**src/rtl/card_status_pkg.sv**
```systemverilog
package card_status_pkg;

  localparam int REG_W = 32;

  typedef enum logic [3:0] {
    K_NONE,
    K_LEVEL,
    K_RDCLR,
    K_CMDCLR,
    K_SELCLR,
    K_TXRDY,
    K_RXRDY,
    K_NBUSY
  } flag_kind_e;

  // bit positions decoded by software
  localparam int B_UNDERRUN = 31;
  localparam int B_OVERRUN  = 30;
  localparam int B_XFR_DONE = 27;
  localparam int B_FIFO_MT  = 26;
  localparam int B_RD_WAIT  = 12;
  localparam int B_NBUSY    = 5;
  localparam int B_TXRDY    = 2;
  localparam int B_RXRDY    = 1;
  localparam int B_CMDRDY   = 0;

  function automatic flag_kind_e kind_of(input int b);
    case (b)
      B_UNDERRUN, B_OVERRUN:                   return K_SELCLR;
      29, 28, 24, 23, 22, 21, 13, 8, 3:        return K_RDCLR;
      20, 19, 18, 17, 16, B_CMDRDY:            return K_CMDCLR;
      B_XFR_DONE, B_FIFO_MT, B_RD_WAIT:        return K_LEVEL;
      B_TXRDY:                                 return K_TXRDY;
      B_RXRDY:                                 return K_RXRDY;
      B_NBUSY:                                 return K_NBUSY;
      default:                                 return K_NONE;
    endcase
  endfunction

  function automatic bit rst_of(input int b);
    return (b == B_CMDRDY) || (b == B_TXRDY) || (b == B_NBUSY);
  endfunction

endpackage

```
**src/rtl/status_flag_cell.sv**
```systemverilog
module status_flag_cell #(
  parameter bit RST_VAL = 1'b0
) (
  input  logic clk,
  input  logic rst,
  input  logic set_i,
  input  logic clr_i,
  output logic flag_o
);

  // set has priority over clear so a concurrent event survives
  always_ff @(posedge clk) begin
    if (rst)        flag_o <= RST_VAL;
    else if (set_i) flag_o <= 1'b1;
    else if (clr_i) flag_o <= 1'b0;
  end

  a_r10_set_not_lost: assert property (@(posedge clk) disable iff (rst)
    set_i |=> flag_o);

endmodule

```
**src/rtl/status_read_port.sv**
```systemverilog
module status_read_port #(
  parameter int ADDR_W    = 8,
  parameter int DATA_W    = 32,
  parameter logic [ADDR_W-1:0] STAT_ADDR = 8'h10
) (
  input  logic              clk,
  input  logic              rst,
  input  logic              rd_en,
  input  logic [ADDR_W-1:0] rd_addr,
  input  logic [DATA_W-1:0] status_i,
  output logic              hit_o,
  output logic [DATA_W-1:0] rd_data
);

  assign hit_o = rd_en && (rd_addr == STAT_ADDR);

  always_ff @(posedge clk) begin
    if (rst)        rd_data <= '0;
    else if (rd_en) rd_data <= hit_o ? status_i : '0;
  end

  a_r1_miss_reads_zero: assert property (@(posedge clk) disable iff (rst)
    (rd_en && !hit_o) |=> (rd_data == '0));

  a_r1_idle_holds: assert property (@(posedge clk) disable iff (rst)
    !rd_en |=> $stable(rd_data));

endmodule

```
**src/rtl/card_status_reg.sv**
```systemverilog
module card_status_reg
  import card_status_pkg::*;
#(
  parameter int ADDR_W = 8,
  parameter logic [ADDR_W-1:0] STAT_ADDR = 8'h10
) (
  input  logic              clk,
  input  logic              rst,
  input  logic              rd_en,
  input  logic [ADDR_W-1:0] rd_addr,
  output logic [REG_W-1:0]  rd_data,
  input  logic              cmd_wr,
  input  logic              tdr_wr,
  input  logic              rdr_rd,
  input  logic              err_ctl,
  input  logic [REG_W-1:0]  evt_set,
  input  logic              nb_clr,
  input  logic              lvl_xfr_done,
  input  logic              lvl_fifo_empty,
  input  logic              lvl_read_wait
);

  logic             rd_hit;
  logic             sel_clr;
  logic [REG_W-1:0] lvl_vec;
  logic [REG_W-1:0] stat_w;

  always_comb begin
    lvl_vec             = '0;
    lvl_vec[B_XFR_DONE] = lvl_xfr_done;
    lvl_vec[B_FIFO_MT]  = lvl_fifo_empty;
    lvl_vec[B_RD_WAIT]  = lvl_read_wait;
  end

  assign sel_clr = err_ctl ? rd_hit : cmd_wr;

  for (genvar b = 0; b < REG_W; b++) begin : g_bit
    localparam flag_kind_e KIND = kind_of(b);
    if (KIND == K_NONE) begin : g_unused
      assign stat_w[b] = 1'b0;
    end else if (KIND == K_LEVEL) begin : g_level
      assign stat_w[b] = lvl_vec[b];
    end else begin : g_sticky
      logic clr_b;
      assign clr_b = (KIND == K_RDCLR)  ? rd_hit  :
                     (KIND == K_CMDCLR) ? cmd_wr  :
                     (KIND == K_SELCLR) ? sel_clr :
                     (KIND == K_TXRDY)  ? tdr_wr  :
                     (KIND == K_RXRDY)  ? rdr_rd  : nb_clr;
      status_flag_cell #(.RST_VAL(rst_of(b))) i_cell (
        .clk    (clk),
        .rst    (rst),
        .set_i  (evt_set[b]),
        .clr_i  (clr_b),
        .flag_o (stat_w[b])
      );
    end
  end

  status_read_port #(
    .ADDR_W    (ADDR_W),
    .DATA_W    (REG_W),
    .STAT_ADDR (STAT_ADDR)
  ) i_port (
    .clk      (clk),
    .rst      (rst),
    .rd_en    (rd_en),
    .rd_addr  (rd_addr),
    .status_i (stat_w),
    .hit_o    (rd_hit),
    .rd_data  (rd_data)
  );

  a_r2_reset_ones: assert property (@(posedge clk) disable iff (rst)
    $past(rst) |-> (stat_w[B_CMDRDY] && stat_w[B_TXRDY] && stat_w[B_NBUSY]
                    && !stat_w[31] && !stat_w[20] && !stat_w[3]));

  a_r3_read_clears: assert property (@(posedge clk) disable iff (rst)
    (rd_hit && !evt_set[29]) |=> !stat_w[29]);

  a_r3_cmd_keeps: assert property (@(posedge clk) disable iff (rst)
    (stat_w[22] && cmd_wr && !rd_hit) |=> stat_w[22]);

  a_r4_read_keeps: assert property (@(posedge clk) disable iff (rst)
    (stat_w[16] && rd_hit && !cmd_wr) |=> stat_w[16]);

  a_r4_cmd_clears: assert property (@(posedge clk) disable iff (rst)
    (cmd_wr && !evt_set[18]) |=> !stat_w[18]);

  a_r5_read_mode: assert property (@(posedge clk) disable iff (rst)
    (err_ctl && rd_hit && !evt_set[B_UNDERRUN]) |=> !stat_w[B_UNDERRUN]);

  a_r5_cmd_mode: assert property (@(posedge clk) disable iff (rst)
    (!err_ctl && cmd_wr && !evt_set[B_OVERRUN]) |=> !stat_w[B_OVERRUN]);

  a_r5_other_trigger: assert property (@(posedge clk) disable iff (rst)
    (stat_w[B_OVERRUN] && !err_ctl && rd_hit && !cmd_wr) |=> stat_w[B_OVERRUN]);

  a_r6_read_keeps_rx: assert property (@(posedge clk) disable iff (rst)
    (stat_w[B_RXRDY] && rd_hit && !rdr_rd) |=> stat_w[B_RXRDY]);

  a_r6_tdr_clears: assert property (@(posedge clk) disable iff (rst)
    (tdr_wr && !evt_set[B_TXRDY]) |=> !stat_w[B_TXRDY]);

  a_r7_cmd_clears: assert property (@(posedge clk) disable iff (rst)
    (cmd_wr && !evt_set[B_CMDRDY]) |=> !stat_w[B_CMDRDY]);

  a_r8_nb_clears: assert property (@(posedge clk) disable iff (rst)
    (nb_clr && !evt_set[B_NBUSY]) |=> !stat_w[B_NBUSY]);

  a_r11_unused_zero: assert property (@(posedge clk) disable iff (rst)
    (rd_data & 32'h0200_CED0) == 32'h0);

endmodule

```
**config.mk**
```make
export PLATFORM = sky130hd
export DESIGN_NAME = card_status_reg
export DESIGN_NICKNAME = d
export VERILOG_FILES = /design/src/rtl/card_status_pkg.sv /design/src/rtl/status_flag_cell.sv /design/src/rtl/status_read_port.sv /design/src/rtl/card_status_reg.sv
export SDC_FILE = /design/constraint.sdc
export NUM_CORES = 1
export LEC_CHECK = 0
export CORE_ASPECT_RATIO = 0.7
export CORE_MARGIN = 2
export CORE_UTILIZATION = 65
export DETAILED_ROUTE_END_ITERATION = 10
export DONT_BUFFER_PORTS = 1
export HOLD_SLACK_MARGIN = 0.1
export PLACE_DENSITY_LB_ADDON = 0.05
export SLEW_MARGIN = 20
export SYNTH_ARGS = -nofsm -noshare
export SYNTH_HDL_FRONTEND = slang
export SYNTH_SLANG_ARGS = --single-unit
```
**constraint.sdc**
```tcl
create_clock -name clk -period 1.56 [get_ports clk]
set_input_delay 0.156 -clock clk [delete_from_list [all_inputs] [get_ports clk]]
set_output_delay 0.156 -clock clk [all_outputs]
set_load 0.02 [all_outputs]
```
==> results.txt <==
----------------------------------------------------
[Run status]
  Run status ... completed

[Clock network]
  Number of gates resized after CTS ... 0
  TritonCTS clock tree ... yes
  Root buffer cell ... sky130_fd_sc_hd__clkbuf_8
  Latest clock arrival within the worst-skew pair ... 0.30 ns
  Clock input transition at the sequential cells of the worst setup and hold paths ... 0.08 ns
  Bufs on Longest Clock Path ... 2
  H-tree depth ... 2
  Clk sink count ... 43
  Inserted Clock Buffers ... 5

[Global route]
  Via count of the first global-routing pass ... ~1500
  Global-route total usage across every layer ... a little under a third
  Pin count of the biggest net entering global routing ... 43
  Number of antenna violations at the first check in global routing ... 0
  Global-route wire length before repair ... slightly below 7000 microns
  Leftover overflow at the end of global routing ... 0

[Floorplan]
  Die Area ... 3120 sq um
  Placeable core region ... 2500 sq um
  Width of the die ... 65.9 microns
  Overall die height ... 47.3 microns
  Ports ... between 80 and 90
  Effective utilization at floorplan ... 69.9%
  Row count ... 15

[Routing]
  Wirelength per Cell ... between 15 and 20 microns
  Post-Route WL ... around 4700 microns
  Mean number of vias per cell ... roughly 6
  DRC ... 0
  DR vias ... 1568
  Number of DRC markers in iteration 0 ... 160
  Antenna-violating nets left ... 0
  First-pass iteration count of the detailed router ... 4

[Synthesis]
  Post-synthesis cell type count ... 20
  Flops & latches, synth ... 43
  Synth area leaders ... sky130_fd_sc_hd__dfxtp_1 (49%), sky130_fd_sc_hd__nand4_1 (8.6%), sky130_fd_sc_hd__a21oi_1 (8.3%), sky130_fd_sc_hd__nand2b_1 (8.2%), sky130_fd_sc_hd__nor2_1 (5.8%)
  Post-Syn Instances ... 195
  Netlist area before placement ... between 1500 and 2000 sq um
  Sequential area share after synthesis ... 49.4%
  Syn_area_per_cell ... roughly 9 sq um
  Synth area leader ... sky130_fd_sc_hd__dfxtp_1
  Count of synthesis-stage warnings from yosys ... 0
  Fraction of post-synthesis cell area in the top cell type by area ... between 40% and 50%

[STA]
  Final Hold Viols ... 0
  Final setup violation count ... 0
  Period Utilization, post-route ... 85.8%
  Post-route minimum period ... 1.34 ns
  Total Neg Setup Slack ... 0 ns
  Worst rel slew slack ... 57.0%
  Setup slack after layout ... 0.221 ns
  RSZ-0062 raised after global routing ... false
  Worst Hold Margin ... 0.138 ns
  Worst setup skew after layout ... 0.00445 ns
  Highest clock rate ... 747 MHz
  Slew Viols, Final ... 0
  Slew at the pin closest to its max-slew limit ... 0.643 ns

[Hold path]
  Hold path startpoint ... rd_addr[0]
  Number of instances on the worst hold path ... 3
  Hold path endpoint ... i_port.rd_data[26]
  Worst hold-check path type ... in -> reg

[Worst setup path]
  Beginning of the worst register-to-register path ... i_port.rd_data[28]
  Worst R2R Path Depth ... 3
  Capturing point of the worst reg2reg path ... i_port.rd_data[28]
  Arrival time of data at the critical path endpoint ... 1.58 ns
  Required time of the critical path ... 1.81 ns
  Worst reg-to-reg setup slack ... roughly 0.30 ns
  Critical Path Sink Type ... register
  CP max FO ... 10
  Source of the critical timing path ... rd_addr[1]
  Setup CP Type ... in -> reg
  Element type at the critical path start ... input port

[Pwr]
  Total design power ... 2.39 mW
  Largest vdd supply drop ... between 0.0008 and 0.0009 V
  Power density of the placed cells ... 1110 nW/um^2
  Standby leakage power ... 0.803 nW

[Placed design]
  Detail Placement HPWL ... around 2500 microns
  Weighted congestion at the end of routability-driven global placement ... ~0.67
  Post-placement worst setup slack ... ~0.32 ns
  IO buf count ... 0

[Final layout]
  Layout Area Growth over Synthesis ... 23.8%
  Layout Utilization ... 86.5%
  Fraction of final layout cells sized beyond drive strength 1 ... 8.52%
  Antenna diode count ... 0
  NumNets Final ... about 270
  Highest-count cells in the layout ignoring fill and taps ... sky130_fd_sc_hd__dfxtp_1 (43), sky130_fd_sc_hd__a21oi_1 (29), sky130_fd_sc_hd__dlygate4sd3_1 (28)
  Most common cell after layout, fill and taps aside ... sky130_fd_sc_hd__dfxtp_1

[Flow run]
  Maximum Capacitance Violations ... 0

----------------------------------------------------
cells in the mapped netlist:
cell type                   n
sky130_fd_sc_hd__a211o_1    1
sky130_fd_sc_hd__a211oi_1   9
sky130_fd_sc_hd__a21oi_1   29
sky130_fd_sc_hd__a32o_1     2
sky130_fd_sc_hd__and2_1     1
sky130_fd_sc_hd__buf_2      5
sky130_fd_sc_hd__buf_4     10
sky130_fd_sc_hd__buf_6      2
sky130_fd_sc_hd__clkbuf_1   7
sky130_fd_sc_hd__conb_1     1
sky130_fd_sc_hd__dfxtp_1   43
sky130_fd_sc_hd__inv_1      5
sky130_fd_sc_hd__nand2b_1  23
sky130_fd_sc_hd__nand4_1   24
sky130_fd_sc_hd__nor2_1    27
sky130_fd_sc_hd__nor3b_4    1
sky130_fd_sc_hd__nor4b_4    1
sky130_fd_sc_hd__o21a_1     1
sky130_fd_sc_hd__o21ai_0    2
sky130_fd_sc_hd__or3b_1     1
area by class of cell:
cell class / instances / area [sq um]
Tap cell: 34 / 42.5
Fill cell: 141 / 337
Multi-Input combinational cell: 131 / 748
Clock buffer: 5 / 68.8
Clock inverter: 3 / 67.6
Inverter: 5 / 18.8
Sequential cell: 43 / 861
Timing Repair Buffer: 36 / 353
how the worst max path moves through the flow:
stage | end | depth (start not counted) | slack (ns)
3_5_place_dp | g_bit[24].g_sticky.i_cell.flag_o | 3 | 0.32
3_3_place_gp | g_bit[8].g_sticky.i_cell.flag_o | 3 | 0.39
4_1_cts | i_port.rd_data[28] | 5 | 0.28
5_1_grt | i_port.rd_data[28] | 5 | 0.19
2_1_floorplan | g_bit[30].g_sticky.i_cell.flag_o | 3 | 0.47
6_report | i_port.rd_data[28] | 5 | 0.22
sequential cells by signal, indices dropped and copies added, names as in the netlist:
signal,flops
i_port.rd_data,23
g_bit.g_sticky.i_cell.flag_o,20
worst max-delay path, stage by stage:
cell and delay [ns]:
sky130_fd_sc_hd__nor2_2 0.36, sky130_fd_sc_hd__buf_4 0.27, sky130_fd_sc_hd__nand4_1 0.12, sky130_fd_sc_hd__a21oi_1 0.13
sky130_fd_sc_hd__dlygate4sd3_1 0.54
power by group:
group	leakage (nW)	switching [mW]	total, mW	internal [mW]
Clock	0.0644	0.386	1.02	0.638
Combinational	0.386	0.115	0.213	0.0977
Sequential	0.352	0.0206	1.15	1.13
Total	0.803	0.521	2.39	1.87
through the flow:
| step | std cells | instance area (sq um) |
|---|---|---|
| after global routing | 257 | 2160 |
| after detailed placement | 220 | 1720 |
| after CTS | 257 | 2160 |
| final | 257 | 2160 |
| after floorplan | 203 | 1770 |
| after global placement | 220 | 1720 |
routing by layer:
metal	global-route usage [%]	wire, microns	part of all wire [%]	up-vias
li1	-	-	-	713
met1	33.1	1740	37	739
met2	56.8	2420	51	101
met3	9.11	430	9.1	15
met4	18.3	133	2.8	0
met5	0	0	0	-
what timing repair did:
item / in CTS / in global routing
hold buffers: 29 / 0
setup buffers: 0 / 0
endpoints found under the hold margin: 43 / 0
setup endpoints to repair: 0 / 0
logic make-up (layout without fill, tap and decap cells):
kind of cell    count (synthesis)  count (layout)  share of synthesized area (%)
compound gates                 44              44                           14.8
buf+inv                        29              49                           9.61
other cells                     1               9                          0.215
simple gates                   78              78                           26.0
flops                          43              43                           49.4
(Power assumes the default switching activity.)
